<file path="src/rtl/cdt_pkg.sv">
package cdt_pkg;

   localparam int DIGIT_W = 4;
   localparam int FIELD_W = 2 * DIGIT_W;

   typedef logic [FIELD_W-1:0] bcd2_t;

   // One step up with wrap from top to zero
   function automatic bcd2_t bcd_step_up(bcd2_t v, bcd2_t top);
      bcd2_t r;
      if (v == top)
         r = '0;
      else if (v[3:0] == 4'd9)
         r = {v[7:4] + 4'd1, 4'd0};
      else
         r = {v[7:4], v[3:0] + 4'd1};
      return r;
   endfunction

   // One step down with wrap from zero to top
   function automatic bcd2_t bcd_step_dn(bcd2_t v, bcd2_t top);
      bcd2_t r;
      if (v == '0)
         r = top;
      else if (v[3:0] == 4'd0)
         r = {v[7:4] - 4'd1, 4'd9};
      else
         r = {v[7:4], v[3:0] - 4'd1};
      return r;
   endfunction

   function automatic logic [6:0] bcd_to_bin(bcd2_t v);
      return 7'(v[7:4]) * 7'd10 + 7'(v[3:0]);
   endfunction

endpackage

</file>
<file path="src/rtl/cdt_bcd_field.sv">
module cdt_bcd_field
   import cdt_pkg::*;
#(
   parameter bcd2_t TOP_BCD = 8'h59
) (
   input  logic  clk,
   input  logic  rst_n,
   input  logic  adj_en,
   input  logic  adj_up,
   input  logic  borrow_in,
   output bcd2_t value,
   output logic  is_zero
);

   if (TOP_BCD[3:0] > 4'd9 || TOP_BCD[7:4] > 4'd9) begin : g_bad_top
      $error("cdt_bcd_field: TOP_BCD must be valid packed BCD");
   end

   bcd2_t val_q;

   always_ff @(posedge clk) begin
      if (!rst_n)
         val_q <= '0;
      else if (adj_en)
         val_q <= adj_up ? bcd_step_up(val_q, TOP_BCD) : bcd_step_dn(val_q, TOP_BCD);
      else if (borrow_in)
         val_q <= bcd_step_dn(val_q, TOP_BCD);
   end

   assign value   = val_q;
   assign is_zero = (val_q == '0);

endmodule

</file>
<file path="src/rtl/cdt_field_cursor.sv">
module cdt_field_cursor #(
   parameter int N_FIELDS = 3
) (
   input  logic                clk,
   input  logic                rst_n,
   input  logic                step,
   output logic [N_FIELDS-1:0] sel
);

   if (N_FIELDS < 2) begin : g_bad_n
      $error("cdt_field_cursor: at least two fields are required");
   end

   logic [N_FIELDS-1:0] sel_q;

   // Most significant field first, then rotate toward bit 0 and wrap
   always_ff @(posedge clk) begin
      if (!rst_n)
         sel_q <= '0;
      else if (step) begin
         if (sel_q == '0)
            sel_q <= {1'b1, {(N_FIELDS-1){1'b0}}};
         else
            sel_q <= {sel_q[0], sel_q[N_FIELDS-1:1]};
      end
   end

   assign sel = sel_q;

endmodule

</file>
<file path="src/rtl/cdt_run_ctl.sv">
module cdt_run_ctl (
   input  logic clk,
   input  logic rst_n,
   input  logic tick,
   input  logic run,
   input  logic adjust_req,
   input  logic all_zero,
   input  logic at_one,
   output logic count_en,
   output logic done
);

   logic done_q;
   logic run_tick;

   assign run_tick = tick & run & ~adjust_req;
   assign count_en = run_tick & ~all_zero;

   always_ff @(posedge clk) begin
      if (!rst_n)
         done_q <= 1'b0;
      else if (adjust_req)
         done_q <= 1'b0;
      else if (run_tick && (all_zero || at_one))
         done_q <= 1'b1;
   end

   assign done = done_q;

endmodule

</file>
<file path="src/rtl/bcd_countdown_timer.sv">
module bcd_countdown_timer
   import cdt_pkg::*;
#(
   parameter logic [7:0] HOUR_TOP_BCD   = 8'h23,
   parameter logic [7:0] MINSEC_TOP_BCD = 8'h59,
   parameter int         WARN_SECS      = 10
) (
   input  logic       clk,
   input  logic       rst_n,
   input  logic       tick_1hz,
   input  logic       run,
   input  logic       field_next,
   input  logic       adj_up,
   input  logic       adj_dn,
   output logic [7:0] hours_bcd,
   output logic [7:0] minutes_bcd,
   output logic [7:0] seconds_bcd,
   output logic       beep_req,
   output logic       done
);

   localparam int N_FIELDS = 3;
   localparam int SEC_IDX  = 0;
   localparam int MIN_IDX  = 1;
   localparam int HOUR_IDX = 2;

   if (WARN_SECS < 1 || WARN_SECS > 60) begin : g_bad_warn
      $error("bcd_countdown_timer: WARN_SECS must lie in 1..60");
   end
   if (HOUR_TOP_BCD[3:0] > 4'd9 || MINSEC_TOP_BCD > 8'h59) begin : g_bad_tops
      $error("bcd_countdown_timer: field maxima must be valid BCD");
   end

   logic [N_FIELDS-1:0] sel_onehot;
   logic [N_FIELDS-1:0] zero_vec;
   logic [N_FIELDS-1:0] borrow_vec;
   bcd2_t               field_val [N_FIELDS];
   logic                adjust_req;
   logic                count_en;
   logic                all_zero;
   logic                at_one;
   logic                in_window;
   logic                done_q;

   cdt_field_cursor #(.N_FIELDS(N_FIELDS)) u_cursor (
      .clk   (clk),
      .rst_n (rst_n),
      .step  (field_next),
      .sel   (sel_onehot)
   );

   assign adjust_req = tick_1hz & (adj_up | adj_dn) & (|sel_onehot);

   for (genvar i = 0; i < N_FIELDS; i++) begin : g_field
      localparam bcd2_t TOP = (i == HOUR_IDX) ? HOUR_TOP_BCD : MINSEC_TOP_BCD;
      if (i == 0) begin : g_head
         assign borrow_vec[i] = count_en;
      end else begin : g_link
         assign borrow_vec[i] = borrow_vec[i-1] & zero_vec[i-1];
      end
      cdt_bcd_field #(.TOP_BCD(TOP)) u_field (
         .clk       (clk),
         .rst_n     (rst_n),
         .adj_en    (adjust_req & sel_onehot[i]),
         .adj_up    (adj_up),
         .borrow_in (borrow_vec[i]),
         .value     (field_val[i]),
         .is_zero   (zero_vec[i])
      );
   end

   assign all_zero = &zero_vec;
   assign at_one   = zero_vec[HOUR_IDX] & zero_vec[MIN_IDX] & (field_val[SEC_IDX] == 8'h01);

   cdt_run_ctl u_ctl (
      .clk        (clk),
      .rst_n      (rst_n),
      .tick       (tick_1hz),
      .run        (run),
      .adjust_req (adjust_req),
      .all_zero   (all_zero),
      .at_one     (at_one),
      .count_en   (count_en),
      .done       (done_q)
   );

   // Whole tens: compare the tens digit only; otherwise convert to binary
   if (WARN_SECS % 10 == 0) begin : g_warn_tens
      assign in_window = field_val[SEC_IDX][7:4] < 4'(WARN_SECS / 10);
   end else begin : g_warn_bin
      assign in_window = bcd_to_bin(field_val[SEC_IDX]) < 7'(WARN_SECS);
   end

   assign beep_req    = run & zero_vec[HOUR_IDX] & zero_vec[MIN_IDX] & in_window & ~done_q;
   assign done        = done_q;
   assign hours_bcd   = field_val[HOUR_IDX];
   assign minutes_bcd = field_val[MIN_IDX];
   assign seconds_bcd = field_val[SEC_IDX];

endmodule

</file>
<file path="config.mk">
export PLATFORM = sky130hd
export DESIGN_NAME = bcd_countdown_timer
export DESIGN_NICKNAME = d
export VERILOG_FILES = /design/src/rtl/cdt_pkg.sv /design/src/rtl/cdt_bcd_field.sv /design/src/rtl/cdt_field_cursor.sv /design/src/rtl/cdt_run_ctl.sv /design/src/rtl/bcd_countdown_timer.sv
export SDC_FILE = /design/constraint.sdc
export NUM_CORES = 1
export LEC_CHECK = 0
export ABC_AREA = 1
export BUFFER_PORTS_ARGS = -buffer_cell sky130_fd_sc_hd__buf_2
export CAP_MARGIN = 20
export CORE_MARGIN = 1.5
export CORE_UTILIZATION = 50
export DETAILED_ROUTE_END_ITERATION = 10
export PLACE_DENSITY = 0.68
export SLEW_MARGIN = 20
export SYNTH_ARGS = -nofsm -noshare
export SYNTH_HDL_FRONTEND = slang
export SYNTH_SLANG_ARGS = --single-unit
</file>
<file path="constraint.sdc">
create_clock -name clk -period 1.73 [get_ports clk]
set_input_delay 0.346 -clock clk [delete_from_list [all_inputs] [get_ports clk]]
set_output_delay 0.346 -clock clk [all_outputs]
set_load 0.03 [all_outputs]
</file>
==> results of run 1 <==
[power by group through the flow]
stage	clock, mW	sequential (mW)	combinational, mW
2_1_floorplan	0	0.993	1.14
3_3_place_gp	0	0.804	1.77
3_5_place_dp	0	0.808	1.78
4_1_cts	0.449	0.797	1.93
5_1_grt	0.466	0.811	2.23
6_report	0.437	0.799	2.02
[synth_stat cells (6+ instances only)]
library cell	number	area [um^2]
ha_1	20	250
buf_6	6	67.6
xor2_1	12	105
o21ai_0	32	160
nand2_4	7	78.8
a21oi_1	19	95.1
nand4_1	6	37.5
xnor2_1	7	61.3
nor3_1	8	40.0
nor2_4	8	90.1
nand2_1	57	214
dfxtp_1	28	561
inv_1	39	146
nor2_1	45	169
nand3_1	41	205
[per-layer routing]
| metal | GRT usage (%) | wire (um) | vias up |
|---|---|---|---|
| li1 | - | - | 1361 |
| met1 | 31.7 | 3130 | 1228 |
| met2 | 38.8 | 3030 | 63 |
| met3 | 2.57 | 225 | 4 |
| met4 | 5.86 | 45 | 0 |
| met5 | 0 | 0 | - |
[state kept, by name, summed over array words and instances, names as in the netlist]
signal and count:
u_ctl.done 1, g_field.u_field.value 24, u_cursor.sel 3
[through the flow]
stage / worst slack, ps / instance area (um^2) / hold WS, ps
after floorplan: 13.9 / 2590 / 490
after global placement: 107 / 2990 / 514
after detailed placement: 44.9 / 2990 / 520
after CTS: -36.1 / 3140 / 332
after global routing: -102 / 3240 / 385
final: -32.5 / 3240 / 338
[area by class of cell]
class	instances	area [um^2]
Tap cell	67	83.8
Clock buffer	4	55.1
Timing Repair Buffer	75	489
Inverter	44	165
Fill cell	460	1580
Multi-Input combinational cell	292	1870
Sequential cell	28	574
[kinds of logic (layout without fill, tap and decap cells)]
| logic type | count (synthesis) | in the layout | share of synthesized area (%) |
|---|---|---|---|
| flip-flops | 28 | 28 | 22.0 |
| XOR/XNOR | 19 | 19 | 6.53 |
| AND/OR/NAND/NOR | 185 | 187 | 37.5 |
| buffers and inverters | 53 | 123 | 9.63 |
| adder cells (fa/ha/maj) | 20 | 20 | 9.82 |
| AO/OA/AOI/OAI | 66 | 66 | 14.5 |
[final timing paths]
kind	start	end	slack (ps)
worst min-delay path	field_next	u_cursor.sel[2]	340
worst max-delay path	g_field[2].u_field.value[4]	beep_req	-30
worst min register to register	u_cursor.sel[0]	u_cursor.sel[0]	540
worst max register to register	g_field[1].u_field.value[4]	g_field[0].u_field.value[7]	50
[worst min-delay path, stage by stage]
cell	delay, ps
buf_2	90
o21ai_0	70
nor2_1	90
[timing repair]
action                     CTS  global route
hold endpoints to repair     0             0
setup buffers                5             7
gates resized for setup     18            12
setup endpoints to repair    1            14
gates cloned                 0             2
pin swaps                    7             4
==> results by group, run 1 <==
Floorplan
  • Chip height: roughly 74 um
  • DIE AREA: roughly 5500 um^2
  • Core area: roughly 4800 um^2
  • Cell Rows: 25
  • Die Span X: 74.4 um
  • Initial Utilization: between 50% and 60%
  • Io pins: 33

Synthesis
  • Cell count after synthesis: around 370
  • Commonest register cell after synthesis: dfxtp_1
  • Mapped Area: ~2500 um^2
  • Number of distinct library cells after synthesis: 33
  • Post-synth EDFFs: 0
  • Mean area per synthesized cell: about 6.9 um^2
  • Seq/Total Area, Yosys: between 20 and 25%
  • FF+latch count, synth: 28
  • Yosys warning count: 0
  • Async SR Flop Fraction: 0%
  • Synthesized Nets: ~400

Global routing
  • Initial antenna violation count: 0
  • Vias in the first global route: about 2,300
  • Gr usage total: between 20% and 30%
  • Grt total ovfl: 0
  • Largest net degree at the start of global routing: 21
  • First-pass GRT wire length: roughly 10 mm

Worst setup path
  • Worst path most repeated cell: nand2_4
  • Worst-path cell chain: inv_2 -> ha_4 -> nand2_4 -> nor2_4 -> nand2_4 -> nor3_4 -> buf_6
  • CP top delay family: simple AND/OR/NAND/NOR gates
  • Slowest Stage Delay on Critical Path: ~350 ps
  • CP max FO: 2
  • Crit-path slowest cell: dfxtp_2
  • Worst setup path category: reg2out
  • Buf+Inv Stages, Crit Path: 2
  • WP data required: between 1000 and 1500 ps
  • Crit path depth: 7
  • Crit end category: output pin
  • Worst reg2reg path depth: 13
  • Critical Path Start Type: flip-flop
  • WP data arrival: 1420 ps

Power
  • Peak supply drop: 0.000486 V
  • Internal Power: roughly 1.8 mW
  • Comb pwr share: approximately 62%
  • Pwr dens: ~1000 nW/um^2
  • Clock share of power: ~13%
  • Switching share of power: 46.0%
  • NetSw: 1.50 mW
  • Final Power: 3.26 mW
  • Sequential power share: 24.5%
  • Static Leak: 1.54 nW

Drt
  • Antenna-violating nets left: 0
  • Vias: between 2,000 and 3,000
  • Starting DRT DRC Count: 136
  • DRT Pass-1 Iters: 4
  • WL per Instance: 12.6 um
  • Total wire length: about 6.4 mm
  • DR DRC count: 0
  • Vias per std cell: about 5.2

Timing
  • Endpoints failing setup: 1
  • Fin. Hold Viols: 0
  • RSZ-0062 raised after global routing: yes
  • Setup TNS: -32.5 ps
  • Fin. max-slew vios: 0
  • Tightest Pin Transition: 423 ps
  • Skew final: approximately 2.5 ps
  • Post-route clock period utilization: 102%
  • Setup ws final: -32.5 ps
  • Rel. slew slack: a little under three quarters
  • Minimum clock period: 1760 ps
  • Max Freq: roughly 570 MHz

Layout
  • Antenna fix cells: 0
  • Fin cells: about 500
  • Final core utilization: about two thirds
  • Most common cell after layout, fill and taps aside: nand2_1
  • Area Overhead vs Synth: 27.2%
  • Commonest non-fill, non-tap cells in the layout: nand2_1, nor2_1, buf_4
  • Final nets: between 400 and 500
  • Share of cells above drive strength 1: 33.4%

Clocking
  • Max Root-Sink Buffers: 2
  • Clk_lat worst skew: around 280 ps
  • CTS tree: yes
  • # H-tree levels: 1
  • CTS clk-pin slew, worst paths: 110 ps
  • Hold buffer count at CTS: 0
  • Sink Count: 28
  • CTS Buf Count: 3
  • Root Driver: clkbuf_8

Worst hold path
  • Min-Delay Path Depth: 3
  • Hold crit path type: in2reg

Place
  • Gpl congestion: approximately 0.9
  • Port Buffers: 32
  • HPWL Detailed: around 4.7 mm
  • Placed instance count: around 490

Flow run
  • Max_cap viols: 0

Outcome
  • Outcome: complete, but fails checks
  • Failing checks: negative setup slack
Power figures use the tool's default switching activity.
==> run 2, diff against run 1 <==
--- a/config.mk
+++ b/config.mk
@@ -5,7 +5,7 @@
 export SDC_FILE = /design/constraint.sdc
 export NUM_CORES = 1
 export LEC_CHECK = 0
-export ABC_AREA = 1
+export ABC_AREA = 0
 export BUFFER_PORTS_ARGS = -buffer_cell sky130_fd_sc_hd__buf_2
 export CAP_MARGIN = 20
 export CORE_MARGIN = 1.5
==> run 2 against run 1 <==
The flow still finishes with violations (negative setup slack). Register-to-register slack worse by 480 ps. Clock power up 29%. Global-route usage up 8.4 points. Routed wire length up 56%. Sequential share of layout area down 3.0 points. Sequential cell count unchanged. Critical endpoint unchanged. Largest cell class unchanged. Largest power group unchanged.
==> results by group, run 2 <==
Drt
  • DR DRC count: 0 (unchanged)
  • Vias: 3,212 (was 2,656)
  • Starting DRT DRC Count: 262 (was 136)
  • Antenna-violating nets left: 0 (unchanged)
  • WL per Instance: 20.0 um (was 12.6 um)
  • Total wire length: 10.0 mm (was 6.44 mm)
  • Vias per std cell: 6.40 (was 5.21)
  • DRT Pass-1 Iters: 5 (was 4)

Timing
  • Minimum clock period: 2180 ps (was 1760 ps)
  • Fin. max-slew vios: 0 (unchanged)
  • Post-route clock period utilization: 126% (was 102%)
  • Max Freq: 458 MHz (was 567 MHz)
  • Tightest Pin Transition: 512 ps (was 423 ps)
  • RSZ-0062 raised after global routing: yes (unchanged)
  • Skew final: 17.3 ps (was 2.48 ps)
  • Fin. Hold Viols: 0 (unchanged)
  • Setup ws final: -452 ps (was -32.5 ps)
  • Rel. slew slack: 65.9% (was 71.7%)
  • Endpoints failing setup: 26 (was 1)

Worst setup path
  • Crit-path slowest cell: dfxtp_4 (was dfxtp_2)
  • CP top delay family: simple AND/OR/NAND/NOR gates (unchanged)
  • CP max FO: 2 (unchanged)
  • Worst Setup SP: g_field[1].u_field.value[1] (was g_field[2].u_field.value[4])
  • Crit end category: output pin (unchanged)
  • Critical Path Start Type: flip-flop (unchanged)
  • Worst setup path category: reg2out (unchanged)
  • WP data required: 1380 ps (about the same)
  • Worst path most repeated cell: buf_6 (was nand2_4)
  • Buf+Inv Stages, Crit Path: 4 (was 2)
  • WP data arrival: 1840 ps (was 1420 ps)
  • Reg2reg start: g_field[1].u_field.value[1] (was g_field[1].u_field.value[4])
  • Worst-path cell chain: inv_4 -> ha_4 -> buf_6 -> nor3b_4 -> nand4_1 -> buf_4 -> nor3_4 -> buf_6 (was inv_2 -> ha_4 -> nand2_4 -> nor2_4 -> nand2_4 -> nor3_4 -> buf_6)
  • Slowest Stage Delay on Critical Path: 370 ps (was 350 ps)

Floorplan
  • DIE AREA: 5360 um^2 (was 5530 um^2)
  • Cell Rows: 25 (unchanged)
  • Initial Utilization: 52.2% (was 52.9%)
  • Chip height: 73.2 um (was 74.4 um)
  • Die Span X: 73.2 um (was 74.4 um)
  • Core area: 4720 um^2 (was 4820 um^2)
  • Io pins: 33 (unchanged)

Power
  • Peak supply drop: 0.000582 V (was 0.000486 V)
  • Static Leak: 1.76 nW (was 1.54 nW)
  • Pwr dens: 1200 nW/um^2 (was 1010 nW/um^2)

Outcome
  • Outcome: complete, but fails checks (unchanged)
  • Failing checks: negative setup slack (unchanged)

Layout
  • Fin cells: 502 (was 510)
  • Area occupied by multi-input gates: 2100 um^2 (was 1870 um^2)
  • Final Instance Area: 4140 um^2 (was 3240 um^2)
  • Final nets: 463 (was 471)
  • Commonest non-fill, non-tap cells in the layout: buf_4, buf_2, nor2_1 (was nand2_1, nor2_1, buf_4)
  • Seq. cell area: 611 um^2 (was 574 um^2)
  • Max reg flops: 24 (unchanged)
  • Antenna fix cells: 0 (unchanged)
  • Share of cells above drive strength 1: 58.6% (was 33.4%)
  • Most common cell after layout, fill and taps aside: buf_4 (was nand2_1)
  • Fillers: 237 (was 460)
  • Area Overhead vs Synth: 67.8% (was 27.2%)

Global routing
  • GR peak layer: met2 (unchanged)
  • Grt total ovfl: 0 (unchanged)
  • Gr usage total: 31.5% (was 23.1%)
  • GR Util met1: 43.5% (was 31.7%)
  • Vias in the first global route: 2,674 (was 2,261)
  • Largest net degree at the start of global routing: 19 (was 21)
  • GRT met2 Usage: 52.1% (was 38.8%)
  • Met3 usage: 2.76% (was 2.57%)
  • First-pass GRT wire length: 13.1 mm (was 10.1 mm)
  • Initial antenna violation count: 0 (unchanged)

Worst hold path
  • Hold path start: rst_n (was field_next)
  • Hold crit path type: in2reg (unchanged)

Place
  • Placed instance count: 474 (was 492)
  • Gpl congestion: 0.945 (was 0.874)
  • Worst slack, placed: -285 ps (was 44.9 ps)
  • HPWL Detailed: 5.53 mm (was 4.67 mm)
  • Placed Area: 3570 um^2 (was 2990 um^2)
  • Port Buffers: 32 (unchanged)

Synthesis
  • Share of the synthesized area in the top cell type: 22.7% (was 22.0%)
  • Async SR Flop Fraction: 0% (unchanged)
  • Ranking of synthesized cells by area: dfxtp_1, ha_1, a21oi_1 (was dfxtp_1, ha_1, nand2_1)
  • Top-count cell post-synth: dfxtp_1 (was nand2_1)
  • Mean area per synthesized cell: 8.47 um^2 (was 6.87 um^2)
  • Yosys warning count: 0 (unchanged)
  • Cell count after synthesis: 291 (was 371)
  • Number of distinct library cells after synthesis: 76 (was 33)
  • Post-synth EDFFs: 0 (unchanged)
  • FF+latch count, synth: 28 (unchanged)
  • Synthesized Nets: 318 (was 398)
  • Commonest register cell after synthesis: dfxtp_1 (unchanged)
  • Most instantiated cells after synthesis: dfxtp_1, a21oi_1, nor2_1, ha_1 (was nand2_1, nor2_1, nand3_1, inv_1, o21ai_0)
  • Synth area leader: dfxtp_1 (unchanged)
  • Seq/Total Area, Yosys: 22.7% (was 22.0%)
  • Mapped Area: 2460 um^2 (was 2550 um^2)

Clocking
  • CTS Buf Count: 3 (unchanged)
  • Max Root-Sink Buffers: 2 (unchanged)
  • Clk_lat worst skew: 300 ps (was 280 ps)
  • Hold buffer count at CTS: 0 (unchanged)
  • # H-tree levels: 1 (unchanged)
  • CTS tree: yes (unchanged)
  • Root Driver: clkbuf_8 (unchanged)
  • CTS clk-pin slew, worst paths: 120 ps (was 110 ps)
  • Sink Count: 28 (unchanged)

Flow run
  • Max_cap viols: 0 (unchanged)
## run 2: cell families (layout without fill, tap and decap cells)
logic type | count (synthesis) | in the layout | synth area share [%]
xor+xnor | 1 | 1 | 0.355
compound gates | 109 | 109 | 33.2
flops | 28 | 28 | 22.7
buf+inv | 37 | 181 | 7.72
simple gates | 92 | 92 | 24.2
fa+ha+maj | 20 | 20 | 10.2
mux | 4 | 4 | 1.68
## run 2: cell type report
type	instances	share of cell area [%]
clock buffer	3	0.998
inverter	18	2.18
sequential	28	14.8
timing repair buffer	159	28.6
clock inverter	1	0.726
multi-input combinational	226	50.7
tap	67	2.03
## run 2: tightest hold or removal path, delay by kind of cell
| family | cells | cell delay [ps] |
|---|---|---|
| simple gates | 1 | 70 |
| buf+inv | 1 | 110 |
| compound gates | 1 | 50 |
## run 2: through the flow
| step | utilization (%) | hold slack [ps] | TNS [ps] | total power, mW |
|---|---|---|---|---|
| floorplan | - | 436 | -3730 | 2.56 |
| global placement | 75.7 | 487 | -4790 | 3.47 |
| detailed placement | 75.7 | 495 | -5110 | 3.53 |
| CTS | 82.4 | 296 | -4560 | 4.39 |
| global route | 87.5 | 323 | -8730 | 5.16 |
| finish | 87.5 | 307 | -7420 | 4.95 |
## run 2: routing by layer
layer / wire length [um] / up-vias
met5: 0 / -
met4: 573 / 0
met3: 703 / 53
met2: 4730 / 188
met1: 4030 / 1549
li1: - / 1422
## run 2: worst paths after layout
check	endpoint	slack, ps	cells after the start
setup / recovery	beep_req	-450	8
setup reg to reg	g_field[1].u_field.value[1]	-430	10
hold reg to reg	u_ctl.done	570	2
hold / removal	g_field[0].u_field.value[3]	310	3
## run 2: repair_timing
item | CTS | global route
setup endpoints to repair | 26 | 26
pin swaps | 21 | 30
gates cloned | 0 | 0
buffers inserted | 13 | 15
resized for setup | 37 | 34
## run 2: power breakdown
group          total, mW  internal, mW  switching, mW
registers          0.850         0.759         0.0909
logic               3.53          1.69           1.83
clock network      0.565         0.311          0.254
